<file path="config.mk">
export PLATFORM = sky130hd
export DESIGN_NAME = pgt_power_good
export DESIGN_NICKNAME = d
export VERILOG_FILES = /design/src/rtl/pgt_pkg.sv /design/src/rtl/pgt_rail_qual.sv /design/src/rtl/pgt_timer.sv /design/src/rtl/pgt_ctrl.sv /design/src/rtl/pgt_power_good.sv
export SDC_FILE = /design/constraint.sdc
export NUM_CORES = 1
export LEC_CHECK = 0
export BUFFER_PORTS_ARGS = -buffer_cell sky130_fd_sc_hd__buf_2
export CORE_ASPECT_RATIO = 0.75
export CORE_MARGIN = 3
export CORE_UTILIZATION = 25
export DETAILED_ROUTE_END_ITERATION = 7
export PLACE_DENSITY = 0.38
export SETUP_SLACK_MARGIN = 0.05
export SYNTH_ARGS = -nofsm -noshare
export SYNTH_HDL_FRONTEND = slang
export SYNTH_SLANG_ARGS = --single-unit
</file>
<file path="constraint.sdc">
create_clock -name clk -period 4.3 [get_ports clk]
set_clock_uncertainty 0.2 [all_clocks]
set_input_delay 0.645 -clock clk [delete_from_list [all_inputs] [get_ports clk]]
set_output_delay 0.645 -clock clk [all_outputs]
set_load 0.01 [all_outputs]
</file>
<file path="src/rtl/pgt_pkg.sv">
package pgt_pkg;

  // Total timeout length in cycles: fixed base plus programmed extension.
  function automatic int unsigned timeout_cycles(input int unsigned base,
                                                 input int unsigned ext);
    return base + ext;
  endfunction

  // Counter width able to hold the longest timeout.
  function automatic int unsigned count_width(input int unsigned base,
                                              input int unsigned ext_w);
    return $clog2(base + (1 << ext_w)) + 1;
  endfunction

endpackage

</file>
<file path="src/rtl/pgt_rail_qual.sv">
module pgt_rail_qual #(
  parameter int unsigned N_RAIL = 3
) (
  input  logic [N_RAIL-1:0] rail_ok,
  input  logic [N_RAIL-1:0] rail_mask,
  output logic              rails_ok
);

  logic [N_RAIL-1:0] rail_pass;

  // A rail passes when it is above threshold or not monitored.
  for (genvar i = 0; i < N_RAIL; i++) begin : g_rail
    assign rail_pass[i] = rail_ok[i] | ~rail_mask[i];
  end

  assign rails_ok = &rail_pass;

endmodule

</file>
<file path="src/rtl/pgt_timer.sv">
module pgt_timer
  import pgt_pkg::*;
#(
  parameter int unsigned BASE_CYC = 10000,
  parameter int unsigned EXT_W    = 16,
  parameter int unsigned CNT_W    = count_width(BASE_CYC, EXT_W)
) (
  input  logic             clk,
  input  logic             rst_n,
  input  logic             advance,
  input  logic             clear,
  input  logic [EXT_W-1:0] ext,
  output logic             done,
  output logic [CNT_W-1:0] cnt
);

  logic [CNT_W-1:0] last;
  logic             at_last;

  // The count saturates at T-1; the edge that finds it there completes the timeout.
  assign last    = CNT_W'(timeout_cycles(BASE_CYC, 32'(ext))) - CNT_W'(1);
  assign at_last = (cnt >= last);
  assign done    = advance & at_last;

  always_ff @(posedge clk or negedge rst_n) begin
    if (!rst_n) begin
      cnt <= '0;
    end else if (clear) begin
      cnt <= '0;
    end else if (advance && !at_last) begin
      cnt <= cnt + CNT_W'(1);
    end
  end

endmodule

</file>
<file path="src/rtl/pgt_ctrl.sv">
module pgt_ctrl (
  input  logic clk,
  input  logic rst_n,
  input  logic mon_en,
  input  logic cond_ok,
  input  logic rails_ok,
  input  logic done,
  output logic pg,
  output logic abort
);

  logic cond_q;

  always_ff @(posedge clk or negedge rst_n) begin
    if (!rst_n) begin
      cond_q <= 1'b0;
      pg     <= 1'b0;
      abort  <= 1'b0;
    end else begin
      abort <= 1'b0;
      if (mon_en) begin
        cond_q <= cond_ok;
        // A power-down request before power-good is a shutdown abort.
        abort  <= cond_q & ~cond_ok & ~pg;
        if (!(cond_ok && rails_ok)) begin
          pg <= 1'b0;
        end else if (done) begin
          pg <= 1'b1;
        end
      end
    end
  end

endmodule

</file>
<file path="src/rtl/pgt_power_good.sv">
module pgt_power_good
  import pgt_pkg::*;
#(
  parameter int unsigned N_RAIL   = 3,
  parameter int unsigned BASE_CYC = 10000,
  parameter int unsigned EXT_W    = 16
) (
  input  logic              clk,
  input  logic              rst_n,
  input  logic              enable,
  input  logic              uv_ok,
  input  logic              margin,
  input  logic [N_RAIL-1:0] rail_ok,
  input  logic [N_RAIL-1:0] rail_mask,
  input  logic [EXT_W-1:0]  ext_cycles,
  output logic              power_good,
  output logic              seq_abort
);

  localparam int unsigned CNT_W = count_width(BASE_CYC, EXT_W);

  // Named internal events, visible to the bound checker.
  logic             mon_en;
  logic             cond_ok;
  logic             rails_ok;
  logic             all_ok;
  logic             advance;
  logic             clear;
  logic             done;
  logic [CNT_W-1:0] cnt;

  assign mon_en  = ~margin;
  assign cond_ok = enable & uv_ok;
  assign all_ok  = cond_ok & rails_ok;
  assign advance = mon_en & all_ok;
  assign clear   = mon_en & ~all_ok;

  pgt_rail_qual #(.N_RAIL(N_RAIL)) u_qual (
    .rail_ok   (rail_ok),
    .rail_mask (rail_mask),
    .rails_ok  (rails_ok)
  );

  pgt_timer #(.BASE_CYC(BASE_CYC), .EXT_W(EXT_W), .CNT_W(CNT_W)) u_timer (
    .clk     (clk),
    .rst_n   (rst_n),
    .advance (advance),
    .clear   (clear),
    .ext     (ext_cycles),
    .done    (done),
    .cnt     (cnt)
  );

  pgt_ctrl u_ctrl (
    .clk      (clk),
    .rst_n    (rst_n),
    .mon_en   (mon_en),
    .cond_ok  (cond_ok),
    .rails_ok (rails_ok),
    .done     (done),
    .pg       (power_good),
    .abort    (seq_abort)
  );

endmodule

</file>
# After elaboration in Yosys (flattened, before gate mapping)
# Cells that the tools add are included.
# classes
n_addsub	3
mul	0
n_div	0
n_lt_le_gt_ge	1
eq_ne	1
shifts	0
mux	5
bitwise	17
n_reduce_logical	6
# ops
cell	count
$mux 18	2
$add 18x1->18 const B	1
$ge 18x18->1	1
$sub 18x1->18 const B	1
$add 14x16->17 const A	1
$and 1x1->1	7
$not 1->1	7
$mux 1	3
$or 1x1->1	3
$reduce_and 3->1	1
$logic_and 1x1->1	2
$ne 2x2->1 const B	1
$reduce_and 2->1	1
$reduce_bool 2->1	1
$logic_not 1->1	1
# totals
ff_bits	21
latchBits	0
ram_bits	0
romBits	0
input_bits	27
output_inout_bits	2
wordCells	37
mem_count	0

# Longest topological paths before layout
# Gate-level depths: netlist of the first run.
# depth
depth_word	8
mapped_depth	16
depth_no_buf	14

# Cells and area by module
# A second synthesis of the first run with hierarchy kept.
# hier_totals
hier_cells	217
area_unflattened_um2	1888.1
# modules_own_cells
module	instances	cells_each	area_each_um2	seq_area_each_um2
pgt_timer	1	201	1724.2	450.4
pgt_ctrl	1	8	116.4	75.1
pgt_power_good	1	4	26.3	0.0
pgt_rail_qual	1	4	21.3	0.0

# Worst setup path after synthesis of the first run
# OpenSTA, ideal clock, no wires.
# synth_path
kind	input to register
from	input ext_cycles[4]
to	register u_timer.cnt[8]
setup_time_ps	78
arrival_time_ps	4011
required_ps	4022
setup_slack_ps	11
cell_stages	15
path_buffers	1
cell_sequence	ha_1 a311o_1 nand2_1 nand2_1 or4_1 nor3_1 xor2_1 ha_1 nand4_1 inv_1 a221o_1 a211o_1 buf_6 or4_1 a21oi_1
# synth_via
elab_chain_len	6
# synth_rtl
element	line	text
start, declared	pgt_power_good.sv:15	input logic [EXT_W-1:0] ext_cycles,
$add 14x16->17	pgt_pkg.sv:6	return base + ext;
$sub 18x1->18	pgt_timer.sv:21	assign last = CNT_W'(timeout_cycles(BASE_CYC, 32'(ext))) - CNT_W'(1);
$ge 18x18->1	pgt_timer.sv:22	assign at_last = (cnt >= last);
$logic_not 1->1	pgt_timer.sv:30	end else if (advance && !at_last) begin
$logic_and 1x1->1	pgt_timer.sv:30	
$reduce_bool 2->1 (no source line)	--	
end signal, assigned	pgt_timer.sv:31	cnt <= cnt + CNT_W'(1);
end, declared	pgt_timer.sv:14	output logic [CNT_W-1:0] cnt
# Every way passes these cells.
# A chain may end at the register's enable or synchronous reset.

# Worst setup path in the final report of the first run
# layout_path
from	input ext_cycles[4]
to	register u_timer.cnt[9]
# The elaborated chain is that of the path after synthesis.

==> results of run 1 <==
per-layer routing:
| layer | vias up | wire, um |
|---|---|---|
| met3 | 2 | 189 |
| li1 | 1128 | - |
| met4 | 0 | 8 |
| met1 | 1033 | 3459 |
| met2 | 27 | 2525 |
| met5 | - | 0 |
final timing paths:
check | end | slack, ns | cells past startpoint
max | u_timer.cnt[9] | 0.15 | 16
max in group asynchronous | u_timer.cnt[1] | 3.39 | 1
min reg2reg | u_ctrl.cond_q | 0.28 | 2
min in group clk | u_ctrl.cond_q | 0.28 | 2
min | u_ctrl.abort | 0.15 | 1
max reg2reg | u_timer.cnt[9] | 1.49 | 8
cells by family (layout without fill, tap and decap cells):
kind of cell    Yosys count  after routing  synth area share
other cells               1              1          0.001757
buf+inv                  19             90           0.03810
flops                    21             21            0.2462
fa+ha+maj                22             22            0.1290
xor+xnor                 19             19           0.07796
mux                       6              6           0.02814
simple gates            113            113            0.2796
compound gates           62             62            0.1993
power by group through the flow:
stage	logic, mW	registers (mW)	clock network (mW)
6_report	0.145	0.201	0.209
5_1_grt	0.164	0.201	0.221
4_1_cts	0.133	0.201	0.213
3_5_place_dp	0.131	0.205	0
3_3_place_gp	0.130	0.205	0
2_1_floorplan	0.0680	0.205	0
layout make-up:
type / instances / area share
repair buffers: 76 / 0.1838
well taps: 105 / 0.04142
multi-input cells: 223 / 0.5724
flip-flops and latches: 21 / 0.1657
clock buffers: 4 / 0.02485
inverters: 10 / 0.01183
worst reg2reg max path: stages (launching register included):
cell	delay, ns
dfrtp_1	0.47
ha_1	0.36
a21oi_2	0.15
o21ai_1	0.07
a221o_1	0.36
a211o_1	0.38
clkbuf_16	0.20
or4_1	0.39
a21oi_1	0.15
state kept, by name, indices dropped and copies added (netlist names):
| name | count |
|---|---|
| u_timer.cnt | 18 |
| u_ctrl.abort | 1 |
| u_ctrl.pg | 1 |
| u_ctrl.cond_q | 1 |
repair_timing:
item | CTS | global route
resized for setup | 2 | 56
gates cloned | 0 | 3
pin swaps | 9 | 41
hold buffers | 0 | 0
setup endpoints to repair | 6 | 15
buffers inserted | 3 | 2
through the flow:
stage	setup slack, ns	area (um2)	power, mW	instances	setup TNS (ns)
finish	0.1457	3172	0.5548	439	0
global route	-0.01832	3172	0.5860	439	-0.04354
CTS	0.05701	2820	0.5470	434	0
detailed placement	-0.2703	2703	0.3354	427	-2.228
global placement	-0.2219	2703	0.3347	427	-1.936
floorplan	0.07020	2162	0.2725	263	0
cells in the final DEF, fill, tap and decap left out, types with 4 or more instances in the layout:
cell and n:
and3_1 6, nor3_1 4, or4_4 6, a21oi_1 13
nand4_1 8, xnor2_1 11, or4_1 6, clkbuf_16 5
dfrtp_1 21, buf_6 4, xor2_1 5, o21ai_0 4
o31ai_4 6, nand2b_1 4, ha_1 19, nand2_1 31
nand3_1 12, a21oi_2 8, inv_1 10, mux2i_1 6
nor2_1 11, buf_2 26, buf_4 41
==> impl_metrics.py, run 1 <==
metrics = {
    "global_route": {
        "grt_max_degree": 24,
        "gr-usage-met2": 0.1817,
        "globalRouteMet3Util": 0.03244,
        "grt_pass1_vias": 1955,
        "grt_use_total": 0.1225,
        "antenna_found_initial": 0,
        "grt_use_met1": 0.1851,
        "grt-busiest-layer": "met1",
        "grt-ovfl-total": 0,
        "grt_first_pass_wirelength_mm": 9.770,
    },
    "cts": {
        "root_buffer": "clkbuf_16",
        "cts_tree": "built",
        "clkTransAtPathRegs_ns": 0.06,
        "cts_buffers": 3,
        "cts_buffer_depth": 2,
        "h-tree-depth": 1,
        "clock_latency_ns": 0.26,
        "clock-sinks": 21,
    },
    "worst_setup_path": {
        "crit_required_ns": 4.28,
        "cp.arrival_ns": 4.14,
        "slowest_stage": "or4_4",
        "rr_startpoint": "u_timer.cnt[11]",
        "crit_start": "ext_cycles[4]",
        "cp-start-kind": "input pin",
        "worstSetupPathType": "input pin to register",
        "max_stage_delay_ns": 0.56,
        "path_buf_inv": 2,
        "end_kind": "register",
        "cp_max_fo": 6,
        "cp_top_family": "simple AND/OR/NAND/NOR gates",
        "cp_cell_sequence": "buf_8, ha_4, nand2b_1, a211oi_2, nor2_2, or4_4, nor2_4, xnor2_2, ha_1, a21oi_2, o21ai_1, a221o_1, a211o_1, clkbuf_16, or4_1, a21oi_1",
    },
    "power_and_ir_drop": {
        "netSwitchingFraction": 0.2835,
        "power.density_nw_per_um2": 174.9,
        "power.internal_uw": 397.6,
        "clockPowerShare": 0.376,
        "p_sw_uw": 157.3,
        "pwr-share-seq": 0.362,
        "power_leakage_nw": 1.315,
        "peakVddDrop_uv": 121.6,
        "combPwrFrac": 0.262,
    },
    "yosys": {
        "ys_top_cells_by_area": "dfrtp_1 25%, ha_1 13%, xnor2_1 5.7%",
        "synth_area_per_cell_um2": 8.116,
        "synthFlopType": "dfrtp_1",
        "yosysTopAreaCell": "dfrtp_1",
        "synth_enable_flop_cells": 0,
        "synth_cell_types": 51,
        "synthArstFlopShare": 1.000,
        "syn-num-nets": 312,
        "synthTopCellsByCount": "32 x nand2_1, 22 x ha_1, 21 x dfrtp_1",
        "synth_seq_cells": 21,
        "syn_inst": 263,
        "seq_area_frac_synth": 0.2462,
        "synth.most_common_cell": "nand2_1",
        "yosys.area.top_type_share": 0.2462,
        "yosys_warnings": 0,
        "netlist_area_um2": 2135,
    },
    "layout": {
        "antennaDiodeCount": 0,
        "multi_input_area_um2": 1815,
        "n_fill_cell": 846,
        "syn_to_final_growth_pct": 48.59,
        "fin_util": 0.3919,
        "final-seq-area_um2": 525.5,
        "drive_above_1_share": 0.3743,
        "nNetsFinal": 384,
    },
    "detailed_routing": {
        "wl_mm": 6.182,
        "wl_per_cell_um": 14.08,
        "via_per_inst": 4.989,
        "via_count": 2190,
        "ant_nets": 0,
        "dr.pass1.iters": 4,
        "initialDrtViolationCount": 91,
        "drc_errors": 0,
    },
    "sta": {
        "slew_viol_final": 0,
        "slew_headroom": 0.2643,
        "post-route-period-util": 0.9661,
        "worst_slew_pin_slew_ns": 1.101,
        "finalSetupViolCount": 0,
        "grt_setup_unrepaired": "true",
        "max_freq_mhz": 240.7,
        "whs_ns": 0.1526,
        "hold_violations": 0,
        "period_needed_ns": 4.154,
    },
    "die": {
        "die_width_um": 112.7,
        "initial_core_util": 0.2638,
        "dieArea_um2": 9695,
        "core-area_um2": 8093,
        "row_count": 28,
        "ios": 29,
        "chipHeight_um": 86.03,
    },
    "run": {
        "cap_violations": 0,
    },
    "placed_design": {
        "hpwlAfterDp_mm": 4.723,
        "gp_congestion": 0.7820,
        "portBuffers": 28,
    },
    "run_status": {
        "run_status": "complete, no violations",
    },
    "min_path": {
        "min_path_type": "input pin to asynchronous set/reset pin",
    },
}
Power figures use the tool's default switching activity.
==> run 2, diff against run 1 <==
PLACE_DENSITY = 0.39   (was 0.38)
SYNTH_HIERARCHICAL = 1   (was default)
==> run 2 against run 1 <==
Sequential cell count unchanged. Critical path depth fell by 2. Via count fell by 24%. Hold slack got worse by 0.0018 ns. Total power down 25%. Routed wire length is 21% lower. Cell area shrank 30%. Synthesized cell count decreased by 17%. Core utilization shrank 7.5 points. Sequential power is essentially flat.
==> impl_metrics.py, run 2 <==
metrics = {
    "yosys": {
        "seq_area_frac_synth": 0.2783,
        "synthXorXnorAreaFrac": 0.06030,
        "synth_seq_cells": 21,
        "synth.most_common_cell": "nor2_1",
        "synth-adder-area-share": 0.1259,
        "synthTopCellsByCount": "23 x nor2_1, 21 x dfrtp_1, 19 x ha_1",
        "synthArstFlopShare": 1.000,
        "synth_simple_gate_area_frac": 0.2936,
        "syn-num-nets": 263,
        "netlist_area_um2": 1888,
        "yosys_warnings": 6,
        "yosysTopAreaCell": "dfrtp_1",
        "synth_area_per_cell_um2": 8.701,
        "synth_cell_types": 47,
        "ys_top_cells_by_area": "dfrtp_1 28%, ha_1 13%, mux2_2 5.4%",
        "syn_inst": 217,
        "yosys.area.top_type_share": 0.2783,
        "synth_mux_area_frac": 0.07290,
        "synthFlopType": "dfrtp_1",
        "synth_enable_flop_cells": 0,
        "synth-compound-area-share": 0.1246,
        "synth_top_family_by_area": "simple AND/OR/NAND/NOR gates",
    },
    "placed_design": {
        "placed_cell_area_um2": 2183,
        "gp_congestion": 0.7303,
        "hpwlAfterDp_mm": 3.700,
        "portBuffers": 28,
    },
    "worst_setup_path": {
        "reg2reg_slack_ns": 1.63,
        "regToRegEndpoint": "u_timer/cnt[14]",
        "crit_required_ns": 4.25,
        "rr_startpoint": "u_timer/cnt[7]",
        "worstSetupPathType": "input pin to register",
        "crit_path_end": "u_timer/cnt[0]",
        "end_kind": "register",
        "cp-start-kind": "input pin",
        "cp.arrival_ns": 3.90,
        "crit_start": "ext_cycles[2]",
        "reg2regPathDepth": 7,
        "cp_max_fo": 10,
    },
    "power_and_ir_drop": {
        "clockPowerShare": 0.322,
        "power_leakage_nw": 1.012,
        "pwr-share-seq": 0.481,
        "combPwrFrac": 0.197,
        "peakVddDrop_uv": 111.0,
        "netSwitchingFraction": 0.2801,
        "p_sw_uw": 116.6,
        "power.internal_uw": 299.7,
        "power.density_nw_per_um2": 186.3,
    },
    "run": {
        "cap_violations": 0,
    },
    "layout": {
        "largest_register_ffs": 18,
        "largest-register": "u_timer/cnt",
        "nNetsFinal": 296,
        "fin_util": 0.3166,
        "most-common-layout-cells": "28 x buf_2, 23 x nor2_1, 21 x dfrtp_1",
        "drive_above_1_share": 0.2450,
        "antennaDiodeCount": 0,
        "mostFrequentLayoutCell": "buf_2",
        "syn_to_final_growth_pct": 18.36,
        "design_area_um2": 2235,
    },
    "detailed_routing": {
        "drc_errors": 0,
        "initialDrtViolationCount": 76,
        "dr.pass1.iters": 4,
        "wl_mm": 4.890,
        "via_count": 1657,
        "wl_per_cell_um": 14.09,
        "ant_nets": 0,
        "via_per_inst": 4.775,
    },
    "sta": {
        "max_freq_mhz": 253.4,
        "period_needed_ns": 3.947,
        "slew_headroom": 0.6115,
        "hold_violations": 0,
        "slew_viol_final": 0,
        "grt_setup_unrepaired": "false",
        "setup_tns_ns": 0,
        "whs_ns": 0.1508,
        "finalSetupViolCount": 0,
        "post-route-period-util": 0.9178,
        "worst_slew_pin_slew_ns": 0.5826,
    },
    "die": {
        "dieArea_um2": 8642,
        "ios": 29,
        "die_width_um": 106.3,
        "chipHeight_um": 81.26,
        "initial_core_util": 0.2675,
        "row_count": 26,
        "core-area_um2": 7059,
    },
    "run_status": {
        "run_status": "complete, no violations",
    },
    "cts": {
        "clkTransAtPathRegs_ns": 0.08,
        "h-tree-depth": 1,
        "cts_setup_buffers": 0,
        "root_buffer": "clkbuf_8",
        "cts_tree": "built",
        "cts_buffers": 3,
        "cts_buffer_depth": 2,
        "clock_latency_ns": 0.26,
        "clock-sinks": 21,
    },
    "global_route": {
        "grt_pass1_vias": 1591,
        "grt_max_degree": 31,
        "antenna_found_initial": 0,
        "grt-ovfl-total": 0,
        "grt_use_total": 0.1205,
        "grt_first_pass_wirelength_mm": 8.224,
    },
    "min_path": {
        "min_path_type": "input pin to asynchronous set/reset pin",
    },
}
## run 2: cell types whose count changed in the layout (fill, tap and decap cells not counted), sizes merged, moves of 8 or more
cell and delta:
mux2 +11, xnor2 -8, nor2 +10, a21oi -9, buf -40, nand2 -20
## run 2: critical path, cell delays in order
cell,delay [ns]
buf_2,0.13
nor4_1,0.37
nor2_1,0.11
or4_1,0.45
and3_1,0.23
o21ai_1,0.15
xor2_1,0.09
ha_1,0.30
nand4b_1,0.14
nor2_2,0.21
nand4_1,0.15
or2_2,0.40
and3_1,0.22
mux2_1,0.31
## run 2: how the worst min path moves through the flow
stage | slack [ns] | endpoint | from
floorplan | 0.15 | u_ctrl/abort | rst_n
global placement | 0.30 | u_ctrl/cond_q | u_ctrl/cond_q
detailed placement | 0.29 | u_ctrl/cond_q | u_ctrl/cond_q
CTS | 0.17 | u_ctrl/abort | rst_n
global route | 0.19 | u_ctrl/abort | rst_n
finish | 0.15 | u_ctrl/abort | rst_n
## run 2: final cells by class
cell class	count	area [um2]
Inverter	14	52.55
Multi-Input combinational cell	176	1290
Timing Repair Buffer	34	197.7
Sequential cell	21	525.5
Tap cell	98	122.6
Clock buffer	3	41.29
Clock inverter	1	5.005
Fill cell	772	4825
## run 2: power by group through the flow
| stage | Combinational, mW | Clock, mW | Sequential (mW) |
|---|---|---|---|
| final | 0.0820 | 0.134 | 0.200 |
| after global routing | 0.0950 | 0.152 | 0.201 |
| after CTS | 0.0830 | 0.144 | 0.200 |
| after detailed placement | 0.0822 | 0 | 0.204 |
| after global placement | 0.0828 | 0 | 0.204 |
| after floorplan | 0.0459 | 0 | 0.204 |
## run 2: kinds of logic after synthesis
kind of cell / Yosys count
adders and majority gates: 19
and+or+nand+nor: 99
muxes: 12
AOI/OAI and AO/OA: 33
DFF: 21
buffers and inverters: 20
xor gates and xnor gates: 13
## run 2: repair_timing
action,4_1_cts,5_1_grt
hold endpoints to repair,0,0
resized for setup,0,1
hold buffers,0,0
setup endpoints to repair,0,1
## run 2: per-stage QoR
step           total power, mW  instances  setup WS (ns)
4_1_cts                 0.4271        347         0.2939
2_1_floorplan           0.2502        217         0.3537
6_report                0.4163        347         0.3534
5_1_grt                 0.4479        347         0.1530
3_3_place_gp            0.2871        343        0.08013
3_5_place_dp            0.2864        343        0.01442
## run 2: per-layer routing
| layer | share of wire | up-vias | wire length, um | track usage |
|---|---|---|---|---|
| met5 | 0 | - | 0 | 0 |
| met4 | 0.0045 | 0 | 22 | 0.01552 |
| met3 | 0.045 | 2 | 220 | 0.02780 |
| met2 | 0.38 | 25 | 1880 | 0.1688 |
| met1 | 0.57 | 759 | 2766 | 0.1882 |
| li1 | - | 871 | - | - |
